==> config.mk <==
export PLATFORM = sky130hd
export DESIGN_NAME = swd_host_engine
export DESIGN_NICKNAME = d
export VERILOG_FILES = /design/src/rtl/swd_eng_pkg.sv /design/src/rtl/swd_clkgen.sv /design/src/rtl/swd_req_pkt.sv /design/src/rtl/swd_host_engine.sv
export SDC_FILE = /design/constraint.sdc
export NUM_CORES = 1
export LEC_CHECK = 0
export BUFFER_PORTS_ARGS = -buffer_cell sky130_fd_sc_hd__buf_2
export CORE_MARGIN = 1.5
export CORE_UTILIZATION = 45
export CTS_BUF_LIST = sky130_fd_sc_hd__clkbuf_4 sky130_fd_sc_hd__clkbuf_8
export CTS_CLUSTER_SIZE = 10
export DETAILED_ROUTE_END_ITERATION = 8
export PLACE_DENSITY_LB_ADDON = 0.08
export SLEW_MARGIN = 0
export SYNTH_ARGS = -nofsm -noshare
export SYNTH_HDL_FRONTEND = slang
export SYNTH_SLANG_ARGS = --single-unit
==> constraint.sdc <==
create_clock -name clk -period 4.99 [get_ports clk]
set_clock_uncertainty 0.15 [all_clocks]
set_input_delay 0.2495 -clock clk [delete_from_list [all_inputs] [get_ports clk]]
set_output_delay 0.2495 -clock clk [all_outputs]
set_load 0.03 [all_outputs]
==> src/rtl/swd_eng_pkg.sv <==
package swd_eng_pkg;
  localparam int unsigned WORD_W = 32;

  typedef enum logic [2:0] {
    XS_OK     = 3'd0,
    XS_WAIT   = 3'd1,
    XS_FAULT  = 3'd2,
    XS_PROTO  = 3'd3,
    XS_PARITY = 3'd4
  } xfer_status_e;

  typedef enum logic [3:0] {
    PH_IDLE,
    PH_REQ,
    PH_TRN1,
    PH_ACK,
    PH_RDATA,
    PH_TRN2,
    PH_WDATA,
    PH_GAP,
    PH_FIN,
    PH_RESP
  } phase_e;

  localparam logic [2:0] ACK_CODE_OK    = 3'b001;
  localparam logic [2:0] ACK_CODE_WAIT  = 3'b010;
  localparam logic [2:0] ACK_CODE_FAULT = 3'b100;
endpackage

==> src/rtl/swd_clkgen.sv <==
module swd_clkgen #(
  parameter int unsigned DIV_W = 8
) (
  input  logic             clk,
  input  logic             rst_n,
  input  logic             run,
  input  logic [DIV_W-1:0] div,
  output logic             sck,
  output logic             rise_tick,
  output logic             fall_tick
);
  logic [DIV_W-1:0] cnt_q;
  logic             wrap;

  assign wrap      = run && (cnt_q >= div);
  assign rise_tick = wrap && !sck;
  assign fall_tick = wrap && sck;

  always_ff @(posedge clk or negedge rst_n) begin
    if (!rst_n) begin
      cnt_q <= '0;
      sck   <= 1'b0;
    end else if (!run) begin
      cnt_q <= '0;
      sck   <= 1'b0;
    end else if (wrap) begin
      cnt_q <= '0;
      sck   <= ~sck;
    end else begin
      cnt_q <= cnt_q + 1'b1;
    end
  end


  sck_rest_low_chk: assert property (@(posedge clk) disable iff (!rst_n)
    !run |=> !sck);
endmodule

==> src/rtl/swd_req_pkt.sv <==
module swd_req_pkt (
  input  logic       ap,
  input  logic       rd,
  input  logic [1:0] addr,
  output logic [7:0] pkt
);
  logic par;
  // even parity over the four variable packet bits
  assign par = ap ^ rd ^ addr[0] ^ addr[1];
  // index 0 leaves the wire first
  assign pkt = {1'b1, 1'b0, par, addr[1], addr[0], rd, ap, 1'b1};
endmodule

==> src/rtl/swd_host_engine.sv <==
module swd_host_engine
  import swd_eng_pkg::*;
#(
  parameter int unsigned DIV_W  = 8,
  parameter int unsigned IDLE_W = 8
) (
  input  logic              clk,
  input  logic              rst_n,
  input  logic [DIV_W-1:0]  clk_div,
  input  logic              req_valid,
  output logic              req_ready,
  input  logic              req_ap,
  input  logic              req_read,
  input  logic [1:0]        req_addr,
  input  logic [31:0]       req_wdata,
  input  logic [IDLE_W-1:0] req_idle,
  output logic              rsp_valid,
  input  logic              rsp_ready,
  output logic [2:0]        rsp_status,
  output logic [31:0]       rsp_rdata,
  output logic              swclk,
  output logic              swdio_out,
  output logic              swdio_oe,
  input  logic              swdio_in
);
  localparam int unsigned CNT_W = (IDLE_W > 6) ? IDLE_W : 6;
  localparam logic [CNT_W-1:0] LAST_DATA = CNT_W'(WORD_W);

  phase_e             ph_q;
  logic [CNT_W-1:0]   bit_q;
  logic               ap_q, rd_q;
  logic [7:0]         pkt_q, pkt_c;
  logic [31:0]        wdata_q, rdata_q;
  logic [IDLE_W-1:0]  idle_q;
  logic [1:0]         ack_lo_q;
  xfer_status_e       status_q;
  logic               out_q, oe_q;
  logic               drv_out, drv_oe;
  logic               run, rise_tick, fall_tick;
  logic               gap_wanted;
  logic [2:0]         ack_full;

  swd_req_pkt u_pkt (
    .ap   (req_ap),
    .rd   (req_read),
    .addr (req_addr),
    .pkt  (pkt_c)
  );

  assign run = (ph_q != PH_IDLE) && (ph_q != PH_RESP);

  swd_clkgen #(.DIV_W(DIV_W)) u_clk (
    .clk       (clk),
    .rst_n     (rst_n),
    .run       (run),
    .div       (clk_div),
    .sck       (swclk),
    .rise_tick (rise_tick),
    .fall_tick (fall_tick)
  );

  assign gap_wanted = ap_q && (idle_q != '0);
  assign ack_full   = {swdio_in, ack_lo_q};

  // Line drive for the slot that begins at the next falling edge
  always_comb begin
    drv_out = 1'b0;
    drv_oe  = 1'b1;
    case (ph_q)
      PH_REQ:   drv_out = pkt_q[bit_q[2:0]];
      PH_TRN1, PH_ACK, PH_RDATA, PH_TRN2: drv_oe = 1'b0;
      PH_WDATA: drv_out = (bit_q == LAST_DATA) ? ^wdata_q : wdata_q[bit_q[4:0]];
      default:  drv_out = 1'b0;
    endcase
  end

  always_ff @(posedge clk or negedge rst_n) begin
    if (!rst_n) begin
      ph_q     <= PH_IDLE;
      bit_q    <= '0;
      ap_q     <= 1'b0;
      rd_q     <= 1'b0;
      pkt_q    <= '0;
      wdata_q  <= '0;
      rdata_q  <= '0;
      idle_q   <= '0;
      ack_lo_q <= '0;
      status_q <= XS_OK;
      out_q    <= 1'b0;
      oe_q     <= 1'b1;
    end else begin
      case (ph_q)
        PH_IDLE: begin
          if (req_valid) begin
            ph_q     <= PH_REQ;
            bit_q    <= '0;
            ap_q     <= req_ap;
            rd_q     <= req_read;
            pkt_q    <= pkt_c;
            wdata_q  <= req_wdata;
            idle_q   <= req_idle;
            rdata_q  <= '0;
            status_q <= XS_OK;
            out_q    <= pkt_c[0];
            oe_q     <= 1'b1;
          end
        end
        PH_RESP: if (rsp_ready) ph_q <= PH_IDLE;
        PH_FIN:  if (fall_tick) ph_q <= PH_RESP;
        default: begin
          if (rise_tick) begin
            bit_q <= bit_q + 1'b1;
            case (ph_q)
              PH_REQ: if (bit_q == CNT_W'(7)) begin
                ph_q  <= PH_TRN1;
                bit_q <= '0;
              end
              PH_TRN1: begin
                ph_q  <= PH_ACK;
                bit_q <= '0;
              end
              PH_ACK: begin
                if (bit_q[1:0] != 2'd2) begin
                  ack_lo_q[bit_q[0]] <= swdio_in;
                end else begin
                  bit_q <= '0;
                  case (ack_full)
                    ACK_CODE_OK:    ph_q <= rd_q ? PH_RDATA : PH_TRN2;
                    ACK_CODE_WAIT:  begin ph_q <= PH_TRN2; status_q <= XS_WAIT;  end
                    ACK_CODE_FAULT: begin ph_q <= PH_TRN2; status_q <= XS_FAULT; end
                    default:        begin ph_q <= PH_TRN2; status_q <= XS_PROTO; end
                  endcase
                end
              end
              PH_RDATA: begin
                if (bit_q == LAST_DATA) begin
                  ph_q  <= PH_TRN2;
                  bit_q <= '0;
                  if ((^rdata_q) != swdio_in) status_q <= XS_PARITY;
                end else begin
                  rdata_q[bit_q[4:0]] <= swdio_in;
                end
              end
              PH_TRN2: begin
                bit_q <= '0;
                if (status_q != XS_OK && status_q != XS_PARITY) ph_q <= PH_FIN;
                else if (!rd_q)                                 ph_q <= PH_WDATA;
                else if (gap_wanted)                            ph_q <= PH_GAP;
                else                                            ph_q <= PH_FIN;
              end
              PH_WDATA: if (bit_q == LAST_DATA) begin
                bit_q <= '0;
                ph_q  <= gap_wanted ? PH_GAP : PH_FIN;
              end
              PH_GAP: if (bit_q == CNT_W'(idle_q) - 1'b1) begin
                bit_q <= '0;
                ph_q  <= PH_FIN;
              end
              default: ph_q <= PH_FIN;
            endcase
          end
        end
      endcase
      if (fall_tick) begin
        out_q <= drv_out;
        oe_q  <= drv_oe;
      end
    end
  end

  assign req_ready  = (ph_q == PH_IDLE);
  assign rsp_valid  = (ph_q == PH_RESP);
  assign rsp_status = status_q;
  assign rsp_rdata  = rdata_q;
  assign swdio_out  = out_q;
  assign swdio_oe   = oe_q;


  hs_exclusive_chk: assert property (@(posedge clk) disable iff (!rst_n)
    !(req_ready && rsp_valid));


  rsp_hold_chk: assert property (@(posedge clk) disable iff (!rst_n)
    rsp_valid && !rsp_ready |=> rsp_valid && $stable(rsp_status) && $stable(rsp_rdata));


  target_slots_released_chk: assert property (@(posedge clk) disable iff (!rst_n)
    (ph_q == PH_ACK || ph_q == PH_RDATA) |-> !swdio_oe);


  drive_on_fall_chk: assert property (@(posedge clk) disable iff (!rst_n)
    !($stable(swdio_out) && $stable(swdio_oe)) |-> ($fell(swclk) || $fell(req_ready)));


  status_code_chk: assert property (@(posedge clk) disable iff (!rst_n)
    rsp_valid |-> rsp_status <= 3'd4);
endmodule

After elaboration in Yosys (flattened, before gate mapping) --
Index checks and enable logic that the tools add are counted.
Word-level totals: flip-flop bits (word level) 109, word-level logic and storage cells 153
Cells by class: add/sub/neg operators 3, $lt $le $gt $ge 6, eq/ne operators 33, muxes and demuxes 58, bitwise gates (word level) 6, reduce and logical (&&, ||, !) cells 33
Operators with widths (number):
- $mux W32 | 4
- $mux W8 | 8
- $pmux W32 S2 | 1
- $reduce_xor A32 Y1 | 2
- $mux W4 | 12
- $pmux W8 S5 | 1
- $bwmux W32 | 1
- $pmux W4 S7 | 1
- $ne A5 B5 Y1 const B | 4
- $add A8 B1 Y8 const B | 2
- $eq A4 B3 Y1 const B | 4
- $pmux W8 S2 | 1
- $mux W3 | 5
- $ne A3 B3 Y1 const B | 5
- $mux W1 | 14
- $pmux W3 S2 | 2
- $pmux W4 S3 | 1
- $ne A2 B2 Y1 const B | 5
- $pmux W3 S3 | 1
- $reduce_and A9 Y1 | 1
- $eq A4 B2 Y1 const B | 2
- $eq A4 B4 Y1 const B | 2
- $eq A8 B3 Y1 const B | 1
- $eq A8 B6 Y1 const B | 1
- 39 further kinds | 58

Logic depth before layout (Yosys ltp) --
Gate-level depths: netlist of the first run.
depth after elaboration 9, depth in mapped cells 11, mapped depth without buffers 9

Modules after synthesis --
Synthesis of the first run repeated with hierarchy kept, for this count alone.
Unflattened totals: cells, all modules 674, area total of the unflattened synthesis 6757.7 µm²
Modules (own cells, without submodules):
- swd_host_engine | instances 1, cells each 592, area each 5980.7 µm²
- swd_clkgen | instances 1, cells each 69, area each 683.2 µm²
- swd_req_pkt | instances 1, cells each 13, area each 93.8 µm²

Least setup slack after synthesis of the first run --
No wires, ideal clock.
kind register -> register, from register bit_q[1], to register bit_q[3], data arrival time 2664 ps, setup slack 2052 ps, cell stages (with the launch flop) 11, clock period less this slack 2938 ps, path through dfrtp_1 -> clkbuf_1 -> buf_1 -> inv_1 -> ha_1 -> nand4_1 -> a22o_1 -> or3_1 -> o31ai_1 -> nor3_1 -> a211o_1
On the way: longest elaborated chain between the ends 5, elaborated cells on any way between the ends 12
Ends and longest elaborated chain:
- from (decl) | line swd_host_engine.sv:30 | logic [CNT_W-1:0] bit_q;
- from (signal assigned) | line swd_host_engine.sv:112 | bit_q <= bit_q + 1'b1;
- $add A8 B1 Y8, or another cell as far along | line swd_host_engine.sv:112
- $mux W8, on equally long branches
- $pmux W8 S5 (*) | line swd_host_engine.sv:113 | case (ph_q)
- $mux W8 (*) | line swd_host_engine.sv:111 | if (rise_tick) begin
- $pmux W8 S2 (*) | line swd_host_engine.sv:92 | case (ph_q)
Mark *: on every way between the ends. The rest lies on a longest branch, timed or not. The select of a mux whose other input is x is not followed. A chain may end at the register's enable or synchronous reset.

Final worst setup path of the first run --
Same ends and word-level chain as after synthesis.

==> impl_metrics.yaml, run 1 <==
finish:
  stdcell_count: 1027
  fin_nets: 914
  mostFrequentLayoutCell: "nand2_1"
  postLayoutCoreUtil: 0.553
  final_cell_mix: "nand2_1 (163), dfrtp_1 (105), buf_2 (95)"
  syn2layout_area_growth_pct: 20.0
  drive_gt1_frac: 0.165
  n_antenna_cell: 0
synth:
  syn-cell-area_um2: 6370
  synth_edf_count: 0
  syn_inst: 729
  synth_nets: 801
  async_reset_ff_frac: 1.00
  ys_ff_latch: 106
  ys_seq_area_frac: 0.417
  syn_area_per_cell_um2: 8.74
  yosysUniqueCellTypes: 62
  yosysWarnings: 0
  synth_flop_cell: "dfrtp_1"
critical_path:
  required_ns: 5.12
  r2r_slack_ns: 1.35
  end_kind: "flip-flop"
  crit_type: "flip-flop to flip-flop"
  ff2ff_path_depth: 8
  crit_path_max_fanout: 18
  worst-endpoint-arrival_ns: 3.77
  r2r_start: "bit_q[1]"
  crit_path_start_kind: "flip-flop"
  r2r_end: "bit_q[3]"
sta:
  relSlewSlack: 0.367
  setup_violations: 0
  hold_slack_ns: 0.0607
  min_period_ns: 3.64
  max_freq_ghz: 0.275
  worstMarginPinSlew_ns: 0.937
  rsz0062_at_grt: "false"
  slew_violations: 0
  final.period_utilization: 0.729
  final.setup.worst_slack_ns: 1.35
  setup_tns_ns: 0
  hold_viol: 0
worst_hold_path:
  hold_class: "primary input to flip-flop"
  worstHoldStart: "swdio_in"
  min_to: "ack_lo_q[0]"
  holdPathStages: 2
clock_tree:
  cts_tree: "built"
  cts.path.max_buffers: 2
  clock_latency_ns: 0.40
  htree_levels: 3
  root_buffer: "clkbuf_8"
  clkTransAtPathRegs_ns: 0.10
  clock_sinks: 106
  post_cts_buffers: 0
  numCtsBuffers: 9
status:
  status: "complete, no violations"
routing:
  route.detailed.drc: 0
  vias: 5586
  wl_mm: 16.1
  ant_nets: 0
  viasPerCell: 5.44
  wl_per_cell_um: 15.7
  drt_iter0_drc: 436
  first_pass_iters: 5
placed_design:
  hpwlAfterDp_mm: 11.1
  gp_congestion: 0.908
  portBuffers: 96
  dp_cells: 966
  pre_cts_slack_ns: 1.42
floorplanning:
  die_x_um: 122
  core_um2: 13800
  rows: 43
  die_y_um: 122
  start_util: 0.461
  die_area_um2: 14900
  io_pins: 97
flow_run:
  drv_cap: 0
global_routing:
  grt_pass1_vias: 5430
  grt_pass1_wl_mm: 27.3
  grt_usage: 0.233
  antenna_found_initial: 0
  grt_max_degree: 59
  grt_overflow_total: 0
pwr:
  p_per_area_nw_per_um2: 324
  peakVddDrop_uv: 152
  total_leakage_power_nw: 3.64
==> registers in the layout, indices dropped and copies added (netlist names), 2 cells and up <==
register / count
rsp_status: 3
ph_q: 4
rsp_rdata: 32
pkt_q: 6
ack_lo_q: 2
u_clk.cnt_q: 8
bit_q: 8
wdata_q: 32
idle_q: 8
==> final cells by class <==
class	count	area (um2)
inverter	22	82.6
fill	1293	6180
multi-input combinational	555	3470
timing repair buffer	148	986
clock inverter	6	87.6
sequential	106	2650
clock buffer	10	138
tap	180	225
==> cell usage after synthesis (10+ instances only) <==
library cell	number	share of area
nand2_1	163	0.096
dfrtp_1	105	0.41
o21ai_0	64	0.050
xnor2_1	64	0.088
a21oi_1	40	0.031
clkbuf_1	40	0.024
nor2_1	28	0.016
nand3_1	23	0.018
inv_1	22	0.013
nor3_1	19	0.015
xor2_1	16	0.022
ha_1	15	0.029
a31oi_1	10	0.0098
mux4_2	10	0.035
nand2b_1	10	0.0098
==> cells by family (layout without fill, tap and decap cells) <==
| group | after synthesis | after routing | synth area share |
|---|---|---|---|
| flip-flops | 106 | 106 | 0.417 |
| AND/OR/NAND/NOR | 280 | 280 | 0.197 |
| multiplexers | 16 | 16 | 0.0452 |
| buffers and inverters | 68 | 186 | 0.0403 |
| AO/OA/AOI/OAI | 162 | 162 | 0.154 |
| XOR/XNOR | 82 | 82 | 0.117 |
| adder cells (fa/ha/maj) | 15 | 15 | 0.0295 |
==> worst max path at each step <==
stage,startpoint,end,cells past startpoint
after floorplan,bit_q[1],bit_q[3],10
after global placement,bit_q[1],bit_q[3],9
after detailed placement,bit_q[1],bit_q[3],8
after CTS,bit_q[1],bit_q[3],8
after global routing,bit_q[1],bit_q[3],9
final,bit_q[1],bit_q[3],8
==> power breakdown <==
group | internal, mW | switching [mW]
clock network | 0.298 | 0.314
registers | 0.930 | 0.172
logic | 0.340 | 0.420
==> layer usage <==
metal / wire length, um / global-route usage / vias up
met3: 793 / 0.0318 / 15
met1: 7480 / 0.329 / 2661
met5: 0 / 0 / -
met2: 7610 / 0.368 / 185
met4: 256 / 0.0809 / 0
li1: - / - / 2725
==> worst max-delay path, cell delays in order, from the launching register on <==
cell     delay, ns
dfrtp_1       0.70
inv_1         0.20
ha_1          0.57
nand4_1       0.29
a22o_1        0.28
or3_1         0.40
o31ai_1       0.56
nor3_1        0.09
a211o_1       0.29
==> stage by stage <==
stage,power [mW],instance area [um2]
floorplan,1.63,6370
global placement,1.83,6970
detailed placement,1.86,6970
CTS,2.50,7640
global route,2.63,7640
finish,2.48,7640
==> what timing repair did <==
item,CTS,global route
hold buffers,45,0
hold endpoints to repair,100,0
gates resized for setup,0,0
Power figures use the tool's default switching activity.
==> run 2, diff against run 1 <==
Clock period 4.99 ns to 3.2 ns, I/O delays scaled along.
==> impl_metrics.yaml, run 2 (synthesis gave the netlist of run 1 again) <==
sta:
  slew_violations: 0
  hold_viol: 0
  relSlewSlack: 0.419
  setup_tns_ns: 0
  worstMarginPinSlew_ns: 0.870
  max_freq_ghz: 0.341
  rsz0062_at_grt: "false"
  final.period_utilization: 0.917
  hold_slack_ns: 0.166
  setup_violations: 0
  min_period_ns: 2.93
critical_path:
  r2r_slack_ns: 0.27
  worst-endpoint-arrival_ns: 3.11
  required_ns: 3.38
  crit_path_start_kind: "flip-flop"
  crit_chain: "or3_1 -> or4_1 -> a211oi_2 -> a31oi_1 -> or3_4 -> a2111oi_0 -> o22a_1"
  slowest_delay_ns: 0.45
  slowest_stage: "or3_4"
  crit_path_max_fanout: 7
  end_kind: "flip-flop"
  crit_type: "flip-flop to flip-flop"
routing:
  viasPerCell: 5.41
  wl_per_cell_um: 15.9
  first_pass_iters: 5
  vias: 5657
  ant_nets: 0
  route.detailed.drc: 0
  drt_iter0_drc: 394
  wl_mm: 16.6
finish:
  final_cell_mix: "nand2_1 (163), dfrtp_1 (105), buf_2 (95)"
  drive_gt1_frac: 0.182
  mostFrequentLayoutCell: "nand2_1"
  fin_nets: 933
  syn2layout_area_growth_pct: 22.4
  n_antenna_cell: 0
pwr:
  p_per_area_nw_per_um2: 500
  peakVddDrop_uv: 221
  total_leakage_power_nw: 3.73
placed_design:
  gp_congestion: 0.889
  hpwlAfterDp_mm: 11.6
  portBuffers: 96
floorplanning:
  die_y_um: 122
  start_util: 0.461
  io_pins: 97
  rows: 43
  core_um2: 13800
  die_area_um2: 14900
  die_x_um: 122
clock_tree:
  numCtsBuffers: 9
  cts_resized: 0
  htree_levels: 3
  cts_tree: "built"
  root_buffer: "clkbuf_8"
  clock_sinks: 106
  post_cts_buffers: 0
  clkTransAtPathRegs_ns: 0.10
  clock_latency_ns: 0.38
  cts.path.max_buffers: 2
global_routing:
  grt_max_degree: 59
  grt_pass1_vias: 5442
  grt_usage: 0.235
  grt_overflow_total: 0
  grt_pass1_wl_mm: 27.5
  antenna_found_initial: 0
status:
  status: "complete, no violations"
flow_run:
  drv_cap: 0
worst_hold_path:
  hold_class: "primary input to flip-flop"
## run 2: what timing repair did
action | 4_1_cts | 5_1_grt
hold endpoints to repair | 103 | 0
endpoints found under the setup margin | 0 | 0
hold buffers | 46 | 0
## run 2: stage by stage
stage	setup slack, ns	total power [mW]	cells	utilization	instance area (um2)
global placement	0.345	2.97	984	0.515	7130
global route	0.0366	4.14	1045	0.564	7790
floorplan	0.262	2.54	729	-	6370
finish	0.266	3.90	1045	0.564	7790
detailed placement	0.276	2.99	984	0.515	7130
CTS	0.247	3.93	1045	0.564	7790
## run 2: cell type report
type | instances | area [um2]
sequential | 106 | 2650
tap | 180 | 225
inverter | 22 | 82.6
clock inverter | 2 | 35.0
fill | 1272 | 6030
multi-input combinational | 555 | 3470
timing repair buffer | 167 | 1160
clock buffer | 13 | 173
## run 2: path summary, 6_finish.rpt
kind | start | end | cells after the start
min | req_valid | pkt_q[0] | 4
max reg2reg | idle_q[2] | ph_q[3] | 7
max | idle_q[2] | ph_q[3] | 7
max in group asynchronous | rst_n | swdio_oe | 3
min reg2reg | pkt_q[0] | pkt_q[0] | 2
min in group asynchronous | rst_n | u_clk.cnt_q[6] | 2
## run 2: per-layer routing
| layer | track usage | share of wire | wire length, um | vias up |
|---|---|---|---|---|
| met5 | 0 | 0 | 0 | - |
| met4 | 0.0846 | 0.016 | 269 | 0 |
| met3 | 0.0300 | 0.049 | 816 | 19 |
| met2 | 0.374 | 0.47 | 7810 | 166 |
| met1 | 0.330 | 0.46 | 7670 | 2710 |
| li1 | - | - | - | 2762 |
## run 2: report_power, final
part | switching (mW) | internal (mW)
combinational | 0.823 | 0.597
sequential | 0.132 | 1.45
clock | 0.463 | 0.430
## run 2: critical path: cells and delay by family, from the launching register on
family | cells | cell delay, ns
compound gates | 4 | 1.01
flops | 1 | 0.44
simple gates | 3 | 1.27
